==> config.mk <==
export PLATFORM = sky130hd
export DESIGN_NAME = hb_rate_monitor
export DESIGN_NICKNAME = d
export VERILOG_FILES = /design/src/rtl/hbm_pkg.sv /design/src/rtl/hbm_period_timer.sv /design/src/rtl/hbm_chan_counter.sv /design/src/rtl/hbm_bound_regs.sv /design/src/rtl/hbm_window_cmp.sv /design/src/rtl/hb_rate_monitor.sv
export SDC_FILE = /design/constraint.sdc
export NUM_CORES = 1
export LEC_CHECK = 0
export ABC_AREA = 0
export BUFFER_PORTS_ARGS = -buffer_cell sky130_fd_sc_hd__buf_2
export CORE_MARGIN = 1
export CORE_UTILIZATION = 33
export DETAILED_ROUTE_END_ITERATION = 10
export SLEW_MARGIN = 40
export SYNTH_ARGS = -nofsm -noshare
export SYNTH_HDL_FRONTEND = slang
export SYNTH_SLANG_ARGS = --single-unit
==> constraint.sdc <==
create_clock -name clk -period 2.3 [get_ports clk]
set_clock_uncertainty 0.15 [all_clocks]
set_input_delay 0.23 -clock clk [delete_from_list [all_inputs] [get_ports clk]]
set_output_delay 0.23 -clock clk [all_outputs]
set_load 0.02 [all_outputs]
==> src/rtl/hbm_pkg.sv <==
// Package: shared types for the heartbeat rate monitor.
package hbm_pkg;

    // Outcome of the most recent evaluation, held for one cycle.
    typedef enum logic [1:0] {
        VERD_IDLE = 2'd0,
        VERD_PASS = 2'd1,
        VERD_FAIL = 2'd2
    } verdict_t;

endpackage

==> src/rtl/hbm_period_timer.sv <==
// Module: hbm_period_timer
// Free-running cycle counter that raises eval_tick once every PERIOD_CYC
// cycles, on the last cycle of each period.
// Assumes PERIOD_CYC >= 2.
module hbm_period_timer #(
    parameter int PERIOD_CYC = 200_000_000
) (
    input  logic clk,
    input  logic rst_n,
    output logic eval_tick
);
    localparam int TMR_W = (PERIOD_CYC > 2) ? $clog2(PERIOD_CYC) : 1;
    localparam logic [TMR_W-1:0] LAST = TMR_W'(PERIOD_CYC - 1);

    logic [TMR_W-1:0] tmr_q;

    assign eval_tick = (tmr_q == LAST);

    // Advance the period counter; wrap to zero on the evaluation cycle.
    always_ff @(posedge clk) begin
        if (!rst_n) begin
            tmr_q <= '0;
        end else if (eval_tick) begin
            tmr_q <= '0;
        end else begin
            tmr_q <= tmr_q + 1'b1;
        end
    end
endmodule

==> src/rtl/hbm_chan_counter.sv <==
// Module: hbm_chan_counter
// Saturating heartbeat counter for one channel. On eval_tick the count
// restarts, and a heartbeat in that same cycle becomes the first event of
// the new period.
// Assumes hb is synchronous to clk and high for one cycle per event.
module hbm_chan_counter #(
    parameter int CNT_W = 8
) (
    input  logic             clk,
    input  logic             rst_n,
    input  logic             hb,
    input  logic             eval_tick,
    output logic [CNT_W-1:0] count
);
    logic [CNT_W-1:0] cnt_q;
    logic             at_max;

    assign at_max = (cnt_q == {CNT_W{1'b1}});
    assign count  = cnt_q;

    // Count heartbeats, hold at the maximum, restart at each evaluation.
    always_ff @(posedge clk) begin
        if (!rst_n) begin
            cnt_q <= '0;
        end else if (eval_tick) begin
            cnt_q <= CNT_W'(hb);
        end else if (hb && !at_max) begin
            cnt_q <= cnt_q + 1'b1;
        end
    end
endmodule

==> src/rtl/hbm_bound_regs.sv <==
// Module: hbm_bound_regs
// Per-channel exclusive window bounds. The registers load their defaults
// in reset, and a write strobe overwrites one channel at a time.
// Assumes writes to a channel index >= NUM_CH are dropped.
module hbm_bound_regs #(
    parameter int                      NUM_CH  = 3,
    parameter int                      CNT_W   = 8,
    parameter int                      SEL_W   = 2,
    parameter logic [NUM_CH*CNT_W-1:0] LO_INIT = '0,
    parameter logic [NUM_CH*CNT_W-1:0] HI_INIT = '1
) (
    input  logic                    clk,
    input  logic                    rst_n,
    input  logic                    wr_en,
    input  logic [SEL_W-1:0]        wr_sel,
    input  logic [CNT_W-1:0]        wr_lo,
    input  logic [CNT_W-1:0]        wr_hi,
    output logic [NUM_CH*CNT_W-1:0] lo_flat,
    output logic [NUM_CH*CNT_W-1:0] hi_flat
);
    for (genvar g = 0; g < NUM_CH; g++) begin : g_bound
        logic [CNT_W-1:0] lo_q;
        logic [CNT_W-1:0] hi_q;
        logic             hit;

        assign hit = wr_en && (wr_sel == SEL_W'(g));

        // Hold this channel's bounds; load the defaults or a write.
        always_ff @(posedge clk) begin
            if (!rst_n) begin
                lo_q <= LO_INIT[g*CNT_W +: CNT_W];
                hi_q <= HI_INIT[g*CNT_W +: CNT_W];
            end else if (hit) begin
                lo_q <= wr_lo;
                hi_q <= wr_hi;
            end
        end

        assign lo_flat[g*CNT_W +: CNT_W] = lo_q;
        assign hi_flat[g*CNT_W +: CNT_W] = hi_q;
    end
endmodule

==> src/rtl/hbm_window_cmp.sv <==
// Module: hbm_window_cmp
// Pure combinational test that a count lies strictly between two bounds.
// Assumes unsigned operands. An empty window (hi <= lo+1) never passes.
module hbm_window_cmp #(
    parameter int CNT_W = 8
) (
    input  logic [CNT_W-1:0] count,
    input  logic [CNT_W-1:0] lo,
    input  logic [CNT_W-1:0] hi,
    output logic             in_win
);
    // Exclusive window: equality with either bound is a failure.
    always_comb begin
        in_win = (count > lo) && (count < hi);
    end
endmodule

==> src/rtl/hb_rate_monitor.sv <==
// Module: hb_rate_monitor (top)
// Counts heartbeats per task over a fixed period. At the period end it
// compares every count with its exclusive window and gates the watchdog
// restart with health_ok. It records failures in sticky flags.
// Assumes all inputs are synchronous to clk and PERIOD_CYC >= 2.
module hb_rate_monitor #(
    parameter int                      NUM_CH      = 3,
    parameter int                      CNT_W       = 8,
    parameter int                      PERIOD_CYC  = 200_000_000,
    parameter logic [NUM_CH*CNT_W-1:0] LO_DEFAULTS = {CNT_W'(6), CNT_W'(8), CNT_W'(18)},
    parameter logic [NUM_CH*CNT_W-1:0] HI_DEFAULTS = {CNT_W'(10), CNT_W'(12), CNT_W'(22)},
    localparam int                     SEL_W       = (NUM_CH > 1) ? $clog2(NUM_CH) : 1
) (
    input  logic              clk,
    input  logic              rst_n,
    input  logic [NUM_CH-1:0] hb_pulse,
    input  logic              health_ok,
    input  logic              cfg_wr_en,
    input  logic [SEL_W-1:0]  cfg_wr_sel,
    input  logic [CNT_W-1:0]  cfg_lo_val,
    input  logic [CNT_W-1:0]  cfg_hi_val,
    input  logic              fail_clr,
    output logic              wd_restart,
    output logic              err_pulse,
    output logic [NUM_CH-1:0] fail_map,
    output logic              health_fault
);
    import hbm_pkg::*;

    logic                    eval_tick;
    logic [NUM_CH*CNT_W-1:0] lo_flat;
    logic [NUM_CH*CNT_W-1:0] hi_flat;
    logic [NUM_CH-1:0]       in_win;
    logic                    pass_now;
    verdict_t                verdict_q;
    logic [NUM_CH-1:0]       fail_map_q;
    logic                    health_fault_q;

    hbm_period_timer #(
        .PERIOD_CYC (PERIOD_CYC)
    ) u_timer (
        .clk       (clk),
        .rst_n     (rst_n),
        .eval_tick (eval_tick)
    );

    hbm_bound_regs #(
        .NUM_CH  (NUM_CH),
        .CNT_W   (CNT_W),
        .SEL_W   (SEL_W),
        .LO_INIT (LO_DEFAULTS),
        .HI_INIT (HI_DEFAULTS)
    ) u_bounds (
        .clk     (clk),
        .rst_n   (rst_n),
        .wr_en   (cfg_wr_en),
        .wr_sel  (cfg_wr_sel),
        .wr_lo   (cfg_lo_val),
        .wr_hi   (cfg_hi_val),
        .lo_flat (lo_flat),
        .hi_flat (hi_flat)
    );

    for (genvar c = 0; c < NUM_CH; c++) begin : g_chan
        logic [CNT_W-1:0] count;

        hbm_chan_counter #(
            .CNT_W (CNT_W)
        ) u_cnt (
            .clk       (clk),
            .rst_n     (rst_n),
            .hb        (hb_pulse[c]),
            .eval_tick (eval_tick),
            .count     (count)
        );

        hbm_window_cmp #(
            .CNT_W (CNT_W)
        ) u_cmp (
            .count  (count),
            .lo     (lo_flat[c*CNT_W +: CNT_W]),
            .hi     (hi_flat[c*CNT_W +: CNT_W]),
            .in_win (in_win[c])
        );
    end

    assign pass_now = (&in_win) && health_ok;

    // Register the outcome of an evaluation as a one-cycle verdict.
    always_ff @(posedge clk) begin
        if (!rst_n) begin
            verdict_q <= VERD_IDLE;
        end else if (eval_tick) begin
            verdict_q <= pass_now ? VERD_PASS : VERD_FAIL;
        end else begin
            verdict_q <= VERD_IDLE;
        end
    end

    // Accumulate sticky failure flags; new failures win over a clear.
    always_ff @(posedge clk) begin
        if (!rst_n) begin
            fail_map_q     <= '0;
            health_fault_q <= 1'b0;
        end else begin
            fail_map_q     <= (fail_clr ? '0 : fail_map_q)
                            | (eval_tick ? ~in_win : '0);
            health_fault_q <= (fail_clr ? 1'b0 : health_fault_q)
                            | (eval_tick && !health_ok);
        end
    end

    assign wd_restart   = (verdict_q == VERD_PASS);
    assign err_pulse    = (verdict_q == VERD_FAIL);
    assign fail_map     = fail_map_q;
    assign health_fault = health_fault_q;
endmodule

Word-level counts from Yosys, hierarchy flattened
Cells that the tools add are included.
- flip-flop bits (word level): 106
- logic and storage cells: 70
- bitwise logic cells: 4
- add/subtract/negate cells: 4
- eq/ne operators: 8
- reductions and logical operators: 22
- muxes and demuxes: 10
- order comparisons: 6
- operators with widths (operator ; number):
    $add A28 B1 Y28 const B ; 1
    $eq A28 B28 Y1 const B ; 1
    $add A8 B1 Y8 const B ; 3
    $eq A8 B8 Y1 const B ; 3
    $gt A8 B8 Y1 ; 3
    $lt A8 B8 Y1 ; 3
    $logic_and A1 B1 Y1 ; 11
    $mux W1 ; 7
    $mux W3 ; 2
    $reduce_bool A2 Y1 ; 3
    $eq A2 B1 Y1 const B ; 2
    $eq A2 B2 Y1 const B ; 2
    $logic_not A1 Y1 ; 4
    $not A3 Y3 ; 1
    $or A3 B3 Y3 ; 1
    $reduce_and A3 Y1 ; 1
    $logic_not A2 Y1 ; 1
    $mux W2 ; 1
    $reduce_and A2 Y1 ; 1
    $reduce_or A2 Y1 ; 1
    $not A1 Y1 ; 1
    $or A1 B1 Y1 ; 1

Depth between registers and ports, before layout
- depth after elaboration: 5
- depth in mapped cells: 9
- gate-level depth less buffers: 8

By module
Synthesis repeated with hierarchy kept, for this count alone.
- cell total of the unflattened synthesis: 693
- area, all modules: 6100.9 µm²
- by module, submodules not included (module ; instances ; seq. area each (µm²) ; area an instance (µm²) ; cells an instance):
    hbm_bound_regs ; 1 ; 960.9 ; 1895.6 ; 187
    hbm_period_timer ; 1 ; 560.5 ; 1420.1 ; 167
    hbm_chan_counter ; 3 ; 160.2 ; 450.4 ; 54
    hbm_window_cmp ; 3 ; 0.0 ; 397.9 ; 51
    hb_rate_monitor ; 1 ; 120.1 ; 240.2 ; 24

Least setup slack after synthesis
OpenSTA, ideal clock, no wires.
- path type: register -> register
- from: reg u_timer.tmr_q[0]
- to: reg g_chan[1].u_cnt.cnt_q[0]
- arrival time: 1.654 ns
- buffers on the path: 2
- clock period less this slack: 1.897 ns
- setup slack: 0.403 ns
- stages on the path, launching flop included: 10
- cells stage by stage: dfxtp_1 -> ha_1 -> nand2_1 -> nor3_4 -> and3_1 -> buf_6 -> nand2_4 -> buf_6 -> o21a_1 -> o311ai_2
- cells in the longest elaborated chain, start to end: 2
- elaborated cells on any way between the ends: 3
- those cells by class: eq/ne (1); mux (1); reduce/logical (1)
- RTL lines (what ; line ; source):
    start: declaration ; hbm_period_timer.sv:15 ; logic [TMR_W-1:0] tmr_q;
    start signal: assignment ; hbm_period_timer.sv:26 ; tmr_q <= tmr_q + 1'b1;
    $eq A28 B28 Y1 (*) ; hbm_period_timer.sv:17 ; assign eval_tick = (tmr_q == LAST);
    $mux W1 or $reduce_bool A2 Y1 (tied branches) ; -- ;
    end signal: assignment ; hbm_chan_counter.sv:26 ; cnt_q <= CNT_W'(hb);
    end signal: assignment ; hbm_chan_counter.sv:28 ; cnt_q <= cnt_q + 1'b1;
    end: declaration ; hbm_chan_counter.sv:15 ; logic [CNT_W-1:0] cnt_q;
Mark *: on every way between the ends. The rest lies on a longest branch, timed or not.
A chain may end at the register's enable or synchronous reset.

Worst setup path after layout
- from: reg g_chan[2].u_cnt.cnt_q[6]
- to: reg verdict_q[1]
- cells in the longest elaborated chain, start to end: 5
- elaborated cells on any way between the ends: 6
- those cells by class: order compare (2); mux (1); reduce/logical (3)
- RTL lines (what ; line ; source):
    start: declaration ; hbm_chan_counter.sv:15 ;
    start signal: assignment ; hbm_chan_counter.sv:26 ;
    start signal: assignment ; hbm_chan_counter.sv:28 ;
    $gt A8 B8 Y1 or $lt A8 B8 Y1 (tied branches) ; hbm_window_cmp.sv:14 ; in_win = (count > lo) && (count < hi);
    $logic_and A1 B1 Y1 (*) ; hbm_window_cmp.sv:14 ;
    $reduce_and A3 Y1 (*) ; hb_rate_monitor.sv:87 ; assign pass_now = (&in_win) && health_ok;
    $logic_and A1 B1 Y1 (*) ; hb_rate_monitor.sv:87 ;
    $mux W2 (*) ; hb_rate_monitor.sv:94 ; verdict_q <= pass_now ? VERD_PASS : VERD_FAIL;
    end signal: assignment ; hb_rate_monitor.sv:94 ;
    end: declaration ; hb_rate_monitor.sv:35 ; verdict_t verdict_q;
Marks and branches as above.

==> results.txt <==
----------------------------------------------------
[STA]
  Hold Violations, Final ... 0
  Worst-case headroom to the max-slew limit ... 0.546
  RSZ-0062 raised after global routing ... no
  Period minus WS final ... roughly 2.0 ns
  Pins over their slew limit ... 0
  Slew at the pin with the worst max-slew slack ... between 0.6 and 0.7 ns
  Final-layout worst hold slack ... 0.00868 ns
  Setup-failing EPs final ... 0
  Period Utilization, post-route ... 0.891
  Max Freq ... 488 MHz
  Fin Setup TNS ... 0 ns

[Critical path]
  Critical path arrival ... 2.13 ns
  Critical-path cell list ... ha_1 -> a21oi_1 -> nand2_1 -> a211oi_1 -> o311a_1 -> nand4_1 -> nor3b_1
  Crit path capture type ... flip-flop
  Logic depth of the worst path, buffers included ... 7
  Worst EP required ... between 2 and 2.5 ns
  Startpoint of the worst-slack reg-to-reg timing path ... g_chan[2].u_cnt.count[6]
  Critical path peak fanout ... 4
  Reg-to-reg setup timing slack ... 0.25 ns
  Reg2Reg Depth ... 7
  Category of the critical setup timing path ... flip-flop to flip-flop
  Cell type group with the largest total delay on the critical path ... compound AO/OA/AOI/OAI gates
  Critical path launch point type ... flip-flop
  CP bufs+invs ... 0
  Crit path capture ... verdict_q[1]
  Timing startpoint of the critical path ... g_chan[2].u_cnt.count[6]
  Maximum cell stage delay along the critical path ... 0.42 ns
  Crit-path slowest cell ... sky130_fd_sc_hd__dfxtp_1
  Endpoint of the worst register-to-register path ... verdict_q[1]

[Synthesis]
  Top FF cell, synth ... sky130_fd_sc_hd__dfxtp_1
  Net count after synthesis ... approximately 710
  Unique cell type count in the Yosys netlist ... 48
  Mapped cell area ... 5340 µm²
  Post-synthesis cell type with the largest combined area ... sky130_fd_sc_hd__dfxtp_1
  Leading cell types by total area after synthesis ... sky130_fd_sc_hd__dfxtp_1 (40%), sky130_fd_sc_hd__ha_1 (11%), sky130_fd_sc_hd__nand2_1 (7.5%), sky130_fd_sc_hd__a21oi_1 (5.1%), sky130_fd_sc_hd__xor2_1 (4.8%)
  Async SR Flop Fraction ... 0
  Number of enable flip-flop cells after synthesis ... 0
  Mean cell area of the mapped netlist ... 8.38 µm²
  Synthesized netlist cell count ... 637
  Commonest cells in the synthesized netlist ... sky130_fd_sc_hd__dfxtp_1 (106), sky130_fd_sc_hd__nand2_1 (106), sky130_fd_sc_hd__a21oi_1 (54), sky130_fd_sc_hd__inv_1 (54), sky130_fd_sc_hd__nor2_1 (53)
  Sequential-to-total area share from yosys stat ... 0.398
  Post-synthesis sequential element count ... 106
  Total of warnings raised by yosys ... 0
  Area share of the leading cell type in the synthesized netlist ... 0.398

[Global routing]
  Overall Global Routing Usage ... 0.151
  Pin count of the biggest net entering global routing ... 40
  Global-route wire length before repair ... 19.6 mm
  Global-route congestion overflow total ... 0
  Number of antenna violations at the first check in global routing ... 0
  Vias in the first global route ... 4067

[CTS]
  Worst-skew pair later-pin latency ... 0.36 ns
  Clock buffer count from CTS ... 9
  Clock sink count ... 106
  CTS-repair resized insts ... 0
  Clock tree from TritonCTS ... done
  Cell at the root of the clock tree ... sky130_fd_sc_hd__clkbuf_16
  Clock Pin Slew Worst Setup and Hold Paths ... 0.08 ns
  CTS max path bufs ... 2
  H-Tree Depth ... 3

[Detailed routing]
  Routed wire per std cell ... between 10 and 15 µm
  Count of antenna-violating nets left after detailed routing ... 0
  Remaining routing DRC violations ... 0
  1st-iter DRT viols ... 157
  Router iterations before antenna repair ... 4
  Count of vias placed by the detailed router ... between 4000 and 5000
  Detail-routed via count per cell ... 4.77
  Total wirelength of the detailed-routed design ... 11.7 mm

[Die]
  I/O pins ... 32
  Area enclosed by the die boundary ... 16700 µm²
  Core region area ... 15800 µm²
  Die boundary width ... 129 µm
  Placement row count ... 46
  Initial cell density of the core ... 0.337
  Vert. Die Dim ... 129 µm

[Cells and area]
  Final Core Density ... 0.390
  Antenna cell count ... 0
  Finished Cell Area ... 6170 µm²
  Net count reported at finish ... 752
  Storage cell area ... between 2000 and 2500 µm²
  Area occupied by multi-input gates ... around 2900 µm²
  Layout area overhead ... 15.7%
  Share of final-layout standard cells stronger than drive strength 1 ... 0.109
  Fillers ... 1637

[Power]
  Power density over the cells ... 646 nW/µm²
  Total power of the final layout ... 3.99 mW
  Static leakage ... 2.50 nW
  Worst vdd rail ir drop ... between 400 and 500 µV

[Outcome]
  Status ... finished clean

[Worst hold path]
  Kind of path behind the tightest hold check ... input port to flip-flop

[Placed design]
  Port bufs ... 31
  Weighted congestion at the end of routability-driven global placement ... 0.768
  HPWL after detailed placement ... approximately 8.6 mm
  Area after DPL ... approximately 5700 µm²

[Flow run]
  Max-cap viol count ... 0

----------------------------------------------------
-- flip-flops by register name, summed over array words and instances (netlist names) --
signal                 cells
u_timer.tmr_q             28
g_chan.u_cnt.count        24
u_bounds.g_bound.hi_q     24
u_bounds.g_bound.lo_q     24
fail_map                   3
verdict_q                  2
health_fault               1
-- report_power, final --
group / internal, mW / total (mW) / switching [mW]
clock network: 1.10 / 1.80 / 0.706
logic: 0.111 / 0.276 / 0.165
registers: 1.88 / 1.91 / 0.0299
-- how the worst min path moves through the flow --
| stage | start | end | slack (ns) | depth (start not counted) |
|---|---|---|---|---|
| final | cfg_hi_val[0] | u_bounds.g_bound[1].hi_q[0] | 0.009 | 3 |
| after global routing | cfg_hi_val[6] | u_bounds.g_bound[0].hi_q[6] | 0.003 | 3 |
| after CTS | cfg_hi_val[0] | u_bounds.g_bound[1].hi_q[0] | 0.003 | 3 |
| after detailed placement | u_bounds.g_bound[1].hi_q[6] | u_bounds.g_bound[1].hi_q[6] | 0.30 | 2 |
| after global placement | u_timer.tmr_q[0] | u_timer.tmr_q[0] | 0.29 | 1 |
| after floorplan | cfg_hi_val[0] | u_bounds.g_bound[0].hi_q[0] | 0.22 | 2 |
-- per-layer routing --
metal / wire length (µm) / vias to the layer above / part of all wire / track usage
li1: - / 2240 / - / -
met1: 6170 / 1992 / 0.53 / 0.207
met2: 5100 / 40 / 0.44 / 0.233
met3: 286 / 12 / 0.024 / 0.0359
met4: 162 / 0 / 0.014 / 0.0498
met5: 0 / - / 0 / 0
-- layout make-up --
| cell class | instances | share of cell area |
|---|---|---|
| multi-input cells | 453 | 0.466 |
| flip-flops and latches | 106 | 0.344 |
| repair buffers | 52 | 0.0559 |
| well taps | 216 | 0.0438 |
| clock buffers | 10 | 0.0387 |
| inverters | 55 | 0.0334 |
| clock inverters | 6 | 0.0180 |
-- worst reg2reg max path, delay by kind of cell (launching register included) --
kind                     cells  cell delay [ns]
AO/OA/AOI/OAI                3             0.69
adder cells (fa/ha/maj)      1             0.29
flip-flops                   1             0.42
AND/OR/NAND/NOR              3             0.36
-- what timing repair did --
action	CTS	global route
hold buffers	8	0
endpoints found under the hold margin	15	0
setup buffers	0	0
-- cells in the final DEF (no fill, tap or decap), types with 14 or more instances in the layout --
cell type	synthesis	layout
sky130_fd_sc_hd__inv_1	54	54
sky130_fd_sc_hd__xnor2_1	14	14
sky130_fd_sc_hd__a21oi_1	54	54
sky130_fd_sc_hd__nand4_1	29	29
sky130_fd_sc_hd__ha_1	49	49
sky130_fd_sc_hd__nand3_1	19	19
sky130_fd_sc_hd__nor2_1	53	53
sky130_fd_sc_hd__buf_2	0	31
sky130_fd_sc_hd__o211ai_1	15	15
sky130_fd_sc_hd__dfxtp_1	106	106
sky130_fd_sc_hd__nand2_1	106	106
sky130_fd_sc_hd__xor2_1	29	29
-- stage by stage --
step	worst slack [ns]	std cells
after detailed placement	0.276	874
after global placement	0.258	874
after CTS	0.232	898
after floorplan	0.403	637
after global routing	0.0392	898
final	0.251	898
-- cells by family after synthesis --
logic type / Yosys count / synth area share
fa+ha+maj: 49 / 0.115
flops: 106 / 0.398
compound gates: 102 / 0.118
mux: 2 / 0.00375
buf+inv: 78 / 0.0640
xor+xnor: 43 / 0.0706
simple gates: 257 / 0.232
No activity file was read; power rests on OpenSTA's default activity.
